### config.mk
export PLATFORM = sky130hd
export DESIGN_NAME = scan_obs_tree
export DESIGN_NICKNAME = d
export VERILOG_FILES = /design/src/rtl/scan_obs_pkg.sv /design/src/rtl/scan_obs_decode.sv /design/src/rtl/scan_obs_node.sv /design/src/rtl/scan_obs_level.sv /design/src/rtl/scan_obs_tree.sv
export SDC_FILE = /design/constraint.sdc
export NUM_CORES = 1
export LEC_CHECK = 0
export BUFFER_PORTS_ARGS = -buffer_cell sky130_fd_sc_hd__buf_4
export CAP_MARGIN = 40
export CORE_ASPECT_RATIO = 1.1
export CORE_MARGIN = 8
export CORE_UTILIZATION = 41
export CTS_BUF_LIST = sky130_fd_sc_hd__clkbuf_8 sky130_fd_sc_hd__clkbuf_16
export DETAILED_ROUTE_END_ITERATION = 10
export GPL_TIMING_DRIVEN = 0
export PLACE_DENSITY_LB_ADDON = 0.1
export SLEW_MARGIN = 10
export SYNTH_ARGS = -nofsm -noshare
export SYNTH_HDL_FRONTEND = slang
export SYNTH_SLANG_ARGS = --single-unit
### constraint.sdc
create_clock -name clk -period 0.9 [get_ports clk]
set_input_delay 0.09 -clock clk [delete_from_list [all_inputs] [get_ports clk]]
set_output_delay 0.09 -clock clk [all_outputs]
set_load 0.05 [all_outputs]
### src/rtl/scan_obs_pkg.sv
package scan_obs_pkg;

  // Number of four-input levels needed to reduce n inputs to one (at least 1).
  function automatic int unsigned levels_for(input int unsigned n);
    int unsigned lv;
    int unsigned span;
    lv = 1;
    span = 4;
    while (span < n) begin
      span = span * 4;
      lv = lv + 1;
    end
    return lv;
  endfunction

  // Width of the bus entering level k when the leaf has n inputs.
  function automatic int unsigned width_at(input int unsigned n, input int unsigned k);
    int unsigned w;
    w = n;
    for (int unsigned i = 0; i < k; i++) begin
      w = (w + 3) / 4;
    end
    return w;
  endfunction

endpackage

### src/rtl/scan_obs_decode.sv
module scan_obs_decode #(
  parameter int unsigned ROWS = 8,
  parameter int unsigned COLS = 8
) (
  input  logic [ROWS-1:0]      row_sel,
  input  logic [COLS-1:0]      col_sel,
  output logic [ROWS*COLS-1:0] cell_hit
);

  for (genvar r = 0; r < ROWS; r++) begin : g_row
    for (genvar c = 0; c < COLS; c++) begin : g_col
      assign cell_hit[r*COLS + c] = row_sel[r] & col_sel[c];
    end
  end

endmodule

### src/rtl/scan_obs_node.sv
module scan_obs_node #(
  parameter bit REG = 1'b1
) (
  input  logic       clk,
  input  logic       rst,
  input  logic [3:0] in_d,
  input  logic [3:0] in_v,
  output logic       out_d,
  output logic       out_v
);

  logic pick_d;
  logic pick_v;

  // Lowest-index active input wins; zero data when none is active.
  always_comb begin
    pick_d = 1'b0;
    for (int i = 3; i >= 0; i--) begin
      if (in_v[i]) pick_d = in_d[i];
    end
    pick_v = |in_v;
  end

  if (REG) begin : g_reg
    always_ff @(posedge clk) begin
      if (rst) begin
        out_d <= 1'b0;
        out_v <= 1'b0;
      end else begin
        out_d <= pick_d;
        out_v <= pick_v;
      end
    end
  end else begin : g_comb
    assign out_d = pick_d;
    assign out_v = pick_v;
  end

endmodule

### src/rtl/scan_obs_level.sv
module scan_obs_level #(
  parameter int unsigned IN_W = 64,
  parameter bit          REG  = 1'b1
) (
  input  logic                   clk,
  input  logic                   rst,
  input  logic [IN_W-1:0]        in_d,
  input  logic [IN_W-1:0]        in_v,
  output logic [(IN_W+3)/4-1:0]  out_d,
  output logic [(IN_W+3)/4-1:0]  out_v
);

  localparam int unsigned OUT_W = (IN_W + 3) / 4;
  localparam int unsigned PAD_W = OUT_W * 4;

  logic [PAD_W-1:0] pad_d;
  logic [PAD_W-1:0] pad_v;

  // Spare inputs of a partly filled level are inactive.
  assign pad_d = PAD_W'(in_d);
  assign pad_v = PAD_W'(in_v);

  for (genvar j = 0; j < OUT_W; j++) begin : g_node
    scan_obs_node #(.REG(REG)) u_node (
      .clk  (clk),
      .rst  (rst),
      .in_d (pad_d[4*j +: 4]),
      .in_v (pad_v[4*j +: 4]),
      .out_d(out_d[j]),
      .out_v(out_v[j])
    );
  end

endmodule

### src/rtl/scan_obs_tree.sv
module scan_obs_tree
  import scan_obs_pkg::*;
#(
  parameter int unsigned ROWS     = 8,
  parameter int unsigned COLS     = 8,
  parameter bit          PIPELINE = 1'b1
) (
  input  logic                 clk,
  input  logic                 rst,
  input  logic [ROWS-1:0]      row_sel,
  input  logic [COLS-1:0]      col_sel,
  input  logic [ROWS*COLS-1:0] cell_data,
  output logic                 scan_out,
  output logic                 scan_valid
);

  localparam int unsigned CELLS  = ROWS * COLS;
  localparam int unsigned LEVELS = levels_for(CELLS);

  logic [CELLS-1:0] leaf_v;

  scan_obs_decode #(.ROWS(ROWS), .COLS(COLS)) u_decode (
    .row_sel (row_sel),
    .col_sel (col_sel),
    .cell_hit(leaf_v)
  );

  for (genvar k = 0; k < LEVELS; k++) begin : g_lvl
    localparam int unsigned W_IN  = width_at(CELLS, k);
    localparam int unsigned W_OUT = width_at(CELLS, k + 1);

    logic [W_IN-1:0]  lv_in_d;
    logic [W_IN-1:0]  lv_in_v;
    logic [W_OUT-1:0] lv_out_d;
    logic [W_OUT-1:0] lv_out_v;

    if (k == 0) begin : g_leaf
      assign lv_in_d = cell_data;
      assign lv_in_v = leaf_v;
    end else begin : g_inner
      assign lv_in_d = g_lvl[k-1].lv_out_d;
      assign lv_in_v = g_lvl[k-1].lv_out_v;
    end

    scan_obs_level #(.IN_W(W_IN), .REG(PIPELINE)) u_level (
      .clk  (clk),
      .rst  (rst),
      .in_d (lv_in_d),
      .in_v (lv_in_v),
      .out_d(lv_out_d),
      .out_v(lv_out_v)
    );
  end

  assign scan_out   = g_lvl[LEVELS-1].lv_out_d[0];
  assign scan_valid = g_lvl[LEVELS-1].lv_out_v[0];

endmodule

==> qor.yml, run 1 <==
synth_mux_area_share_pct: 0
routed_wl_mm: 5.40
ys_seq_area_share_pct: 48.7
switching_share_pct: 24.6
nFillCells: 366
yosysUniqueCellTypes: 24
track_usage_pct: 16.7
clkSinkCount: 42
cts_hold_buf: 0
rsz0062_at_grt: "yes"
drc: 0
antenna_left: 0
drive_above_1_share_pct: 40.9
cp_data_required_time_ps: 1130
fmax_mhz: 1030
hold_viol_final: 0
setup_tns_ps: -277
fin_cells: 326
clockBufferDepth: 2
numPortBuffers: 82
dieArea_mm2: 0.00655
synth_area_leader_cell: "dfxtp_1"
pre_cts_ws_ps: -339
setup_ws_ps: -74.1
die_h_um: 84.1
fin_area_mm2: 0.00256
critPathArrivalTime_ps: 1200
synthesis.nets: 266
numCtsBuffers: 5
combPwrFrac_pct: 17.8
clock_latency_ps: 290
placed_cells: 318
nets: 355
die_x_um: 77.9
switching_power_uw: 974
skew_ps: 4.02
vias: 1696
placed_area_mm2: 0.00241
finalCritPeriodShare_pct: 108
synth_compound_area_share_pct: 21.9
synth-seq-cells: 42
area_growth_pct: 48.1
drt_iter0_markers: 65
grt_pass1_vias: 1911
syn_area_mm2: 0.00173
wl_per_cell_um: 16.6
end_kind: "register"
first_pass_iters: 4
grt_first_pass_wirelength_mm: 8.73
path_clk_slew_ps: 80
avgSynthCellArea_um2: 9.38
start_util_pct: 43.2
rows: 24
yosys-top-cells-area: "dfxtp_1 49%, a221oi_1 7.1%, o22ai_1 5.4%, and2_1 4.3%, nand2b_1 3.6%"
power_frac_seq_pct: 51.2
core_mm2: 0.00399
cts_tree: "yes"
root_buffer: "clkbuf_8"
total_power_mw: 3.96
synth_edf_count: 0
antenna_cells: 0
ys_warn_count: 0
antenna_found_initial: 0
dpl.hpwl_mm: 4.28
synth-simple-area-share_pct: 23.7
pin_count: 84
status: "complete, but fails checks"
relSlewSlack_pct: 66.9
via_per_inst: 5.20
grt-ovfl-total: 0
cp_max_fo: 3
power.leakage_nw: 1.10
synthArstFlopShare_pct: 0
yosysTopAreaCellShare_pct: 48.7
period_needed_ps: 974
synth_fa_ha_area_share_pct: 0
maxCapViolations: 0
cp-start-kind: "register"
hp-class: "in2reg"
gp_congestion: 0.793
internal-power_mw: 2.99
ys.flop_type: "dfxtp_1"
netlist_instances: 184
tightest_slew_ps: 496
maxSlewViolCount: 0
yosysMostFrequentCell: "dfxtp_1"
setup_viol: 5
synth_xor_area_share_pct: 0
h-tree-depth: 2
p_per_area_mw_per_mm2: 1550
violations: "negative setup slack"
synth_top_family_by_area: "simple AND/OR/NAND/NOR gates"
peakVddDrop_uv: 759
crit_type: "reg2reg"
synth_common_cells: "42 x dfxtp_1, 15 x o22ai_1, 14 x a221oi_1"
cts_setup_buffers: 0
clockPowerShare_pct: 31.0
grt_max_degree: 14
worst max-delay path: stages (launching register included):
cell,delay [ps]
dfxtp_2,330
nand3b_1,150
a221o_1,310
a21oi_2,110
area by class of cell:
cell class	count	area, µm²	share of cell area (%)
plain buffers	9	57.6	2.25
clock buffers	6	82.6	3.23
clock inverters	2	12.5	0.489
inverters	11	41.3	1.61
multi-input cells	122	828	32.4
flip-flops and latches	42	847	33.1
well taps	52	65.1	2.54
repair buffers	82	623	24.4
cells by family after synthesis:
logic type      after synthesis
flops                        42
simple gates                 71
buf+inv                      20
compound gates               51
per-stage QoR:
stage,utilization (%),hold WS (ps)
after detailed placement,60.3,315
after floorplan,-,212
after global placement,60.3,311
final,64.0,13.9
after CTS,63.0,5.61
after global routing,64.0,8.00
path summary, 6_finish.rpt:
| check | end | slack (ps) | depth (start not counted) | start |
|---|---|---|---|---|
| worst max-delay path | g_lvl[1].u_level.g_node[1].u_node.out_d | -70 | 3 | g_lvl[0].u_level.g_node[6].u_node.out_v |
| worst min-delay path | g_lvl[0].u_level.g_node[4].u_node.out_v | 10 | 2 | row_sel[2] |
| worst max register to register | g_lvl[1].u_level.g_node[1].u_node.out_d | -70 | 3 | g_lvl[0].u_level.g_node[6].u_node.out_v |
| worst min register to register | g_lvl[1].u_level.g_node[2].u_node.out_d | 450 | 2 | g_lvl[0].u_level.g_node[8].u_node.out_d |
cells in the final DEF, fill, tap and decap left out, drive strengths merged:
cell type	n
nand2	9
nand2b	10
inv	11
nor4	7
clkinv	1
nor3	12
and2b	1
nor2	11
or2	2
a221o	6
buf	90
a221oi	15
nor2b	1
o22ai	15
clkinvlp	1
nand3b	6
and2	12
clkbuf	7
dfxtp	42
a211o	3
a21oi	12
registers in the layout, summed over array words and instances, names as in the netlist:
name                               count
g_lvl.u_level.g_node.u_node.out_d     21
g_lvl.u_level.g_node.u_node.out_v     21
what timing repair did:
action | 4_1_cts | 5_1_grt
gates cloned | 0 | 0
endpoints found under the setup margin | 7 | 14
pin swaps | 0 | 0
resized for setup | 6 | 8
power by group through the flow:
stage	logic (mW)	registers [mW]	clock network, mW
2_1_floorplan	0.282	2.08	0
4_1_cts	0.690	2.02	1.25
3_5_place_dp	0.682	2.06	0
3_3_place_gp	0.674	2.06	0
5_1_grt	0.771	2.04	1.33
6_report	0.706	2.03	1.23
layer usage:
metal,GRT usage (%),share of wire [%]
met2,25.9,46
met4,6.87,1.5
met5,0,0
met3,7.87,8.9
met1,19.0,43
(Power assumes the default switching activity.)
==> inputs of run 2 (changes only) <==
--- a/config.mk
+++ b/config.mk
@@ -14,6 +14,7 @@
 export DETAILED_ROUTE_END_ITERATION = 10
 export GPL_TIMING_DRIVEN = 0
 export PLACE_DENSITY_LB_ADDON = 0.1
+export SKIP_LAST_GASP = 1
 export SLEW_MARGIN = 10
 export SYNTH_ARGS = -nofsm -noshare
 export SYNTH_HDL_FRONTEND = slang
==> run 2 against run 1 <==
The flow still finishes with violations (negative setup slack). First-iteration DRC count grew 12%. Core utilization shrank 0.16 points. Clock power is essentially flat. Critical path type unchanged.
==> qor.yml, run 2 (synthesized netlist as in run 1, its figures left out) <==
drt_iter0_markers: 73  # +12%
cp-start-kind: "register"
clock_latency_ps: 290  # about the same
antenna_cells: 0  # unchanged
crit_type: "reg2reg"
grt_pass1_vias: 1911  # unchanged
switching_power_uw: 972  # -0.18%
crit_family: "compound AO/OA/AOI/OAI gates"
crit_chain: "nand3b_1 -> a221o_1 -> a21oi_2"
grt_max_degree: 14  # unchanged
violations: "negative setup slack"
cts_tree: "yes"
internal-power_mw: 2.99  # about the same
core_mm2: 0.00399  # unchanged
rows: 24  # unchanged
power.leakage_nw: 1.09  # -0.23%
dpl.hpwl_mm: 4.28  # unchanged
numPortBuffers: 82  # unchanged
vias: 1699  # +0.18%
antenna_left: 0  # unchanged
hold_viol_final: 0  # unchanged
fin_cells: 326  # unchanged
clkSinkCount: 42  # unchanged
drc: 0  # unchanged
fmax_mhz: 1030  # about the same
cp_data_required_time_ps: 1130  # about the same
drive_above_1_share_pct: 40.5  # -0.36 points
crit_cells: 3  # unchanged
maxSlewViolCount: 0  # unchanged
period_needed_ps: 974  # -0.0265 ps
pin_count: 84  # unchanged
placed_cells: 318  # unchanged
clockBufferDepth: 2  # unchanged
grt-ovfl-total: 0  # unchanged
maxCapViolations: 0  # unchanged
clockPowerShare_pct: 31.1  # about the same
reg_top3: "g_lvl.u_level.g_node.u_node.out_d: 21 flops, g_lvl.u_level.g_node.u_node.out_v: 21 flops"
die_x_um: 77.9  # unchanged
end_kind: "register"
skew_ps: 4.00  # -0.0192 ps
cp_max_fo: 3  # unchanged
die_h_um: 84.1  # unchanged
setup_tns_ps: -277  # +0.0910 ps
start_util_pct: 43.2  # unchanged
hold_depth: 2  # unchanged
track_usage_pct: 16.7  # unchanged
rsz0062_at_grt: "yes"
antenna_found_initial: 0  # unchanged
h-tree-depth: 2  # unchanged
reg2regPathDepth: 3  # unchanged
nets: 355  # unchanged
routed_wl_mm: 5.40  # about the same
via_per_inst: 5.21  # +0.18%
hp-class: "in2reg"
critPathArrivalTime_ps: 1200  # about the same
combPwrFrac_pct: 17.8  # about the same
peakVddDrop_uv: 757  # -0.27%
tightest_slew_ps: 495  # -1.29 ps
first_pass_iters: 4  # unchanged
status: "complete, but fails checks"
slowest_delay_ps: 330  # about the same
setup_viol: 5  # unchanged
relSlewSlack_pct: 67.0  # +0.086 points
finalCritPeriodShare_pct: 108  # about the same
cp_num_buf_inv: 0  # unchanged
area_growth_pct: 47.8
final_util_pct: 63.9  # -0.16 points
root_buffer: "clkbuf_8"
crit_slowest_cell: "dfxtp_2"
numCtsBuffers: 5  # unchanged
final_common_cell: "buf_4"
gp_congestion: 0.793  # unchanged
path_clk_slew_ps: 80  # about the same
final_cell_mix: "83 x buf_4, 37 x dfxtp_1, 15 x o22ai_1"
p_per_area_mw_per_mm2: 1550  # +0.18%
switching_share_pct: 24.5  # -0.028 points
setup_ws_ps: -74.1  # +0.0265 ps
dieArea_mm2: 0.00655  # unchanged
power_frac_seq_pct: 51.2  # about the same
wl_per_cell_um: 16.6  # about the same
grt_first_pass_wirelength_mm: 8.73  # unchanged
[run 2: cell count changes in the layout (fill, tap and decap cells not counted)]
| cell | delta |
|---|---|
| a221oi_1 | +1 |
| a221oi_2 | -1 |
[run 2: metrics by stage]
stage / instance area, µm² / setup slack, ps / hold WS [ps] / total power, mW
CTS: 2520 / -48.9 / 5.61 / 3.96
floorplan: 1730 / 13.5 / 212 / 2.36
finish: 2550 / -74.1 / 13.9 / 3.96
global placement: 2410 / -342 / 311 / 2.74
global route: 2550 / -116 / 8.00 / 4.13
detailed placement: 2410 / -339 / 315 / 2.75
[run 2: power groups by stage]
stage          logic [mW]  registers, mW  clock network (mW)
4_1_cts             0.690           2.02                1.25
2_1_floorplan       0.282           2.08                   0
5_1_grt             0.768           2.04                1.33
3_5_place_dp        0.682           2.06                   0
3_3_place_gp        0.674           2.06                   0
6_report            0.703           2.03                1.23
[run 2: final cells by class]
class	count	area, µm²
tap	52	65.1
sequential	42	847
clock buffer	6	82.6
buffer	9	57.6
clock inverter	2	12.5
inverter	11	41.3
multi-input combinational	122	822
fill	368	1440
timing repair buffer	82	623
[run 2: routing by layer]
layer | track usage (%) | routed length (µm)
met1 | 19.0 | 2350
met2 | 25.9 | 2500
met5 | 0 | 0
met4 | 6.87 | 82
met3 | 7.87 | 470
[run 2: worst reg2reg max path, stage by stage, from the launching register on]
cell      delay (ps)
dfxtp_2          330
nand3b_1         150
a221o_1          310
a21oi_2          110
[run 2: repair_timing]
item	4_1_cts	5_1_grt
endpoints found under the setup margin	7	14
gates resized for setup	6	7
hold buffers	0	0
hold endpoints to repair	0	0
buffers inserted	0	0
[run 2: worst paths after layout]
kind,start,endpoint,slack (ps)
setup / recovery,g_lvl[0].u_level.g_node[6].u_node.out_v,g_lvl[1].u_level.g_node[1].u_node.out_d,-70
hold / removal,row_sel[2],g_lvl[0].u_level.g_node[4].u_node.out_v,10
setup reg to reg,g_lvl[0].u_level.g_node[6].u_node.out_v,g_lvl[1].u_level.g_node[1].u_node.out_d,-70
hold reg to reg,g_lvl[0].u_level.g_node[8].u_node.out_d,g_lvl[1].u_level.g_node[2].u_node.out_d,450
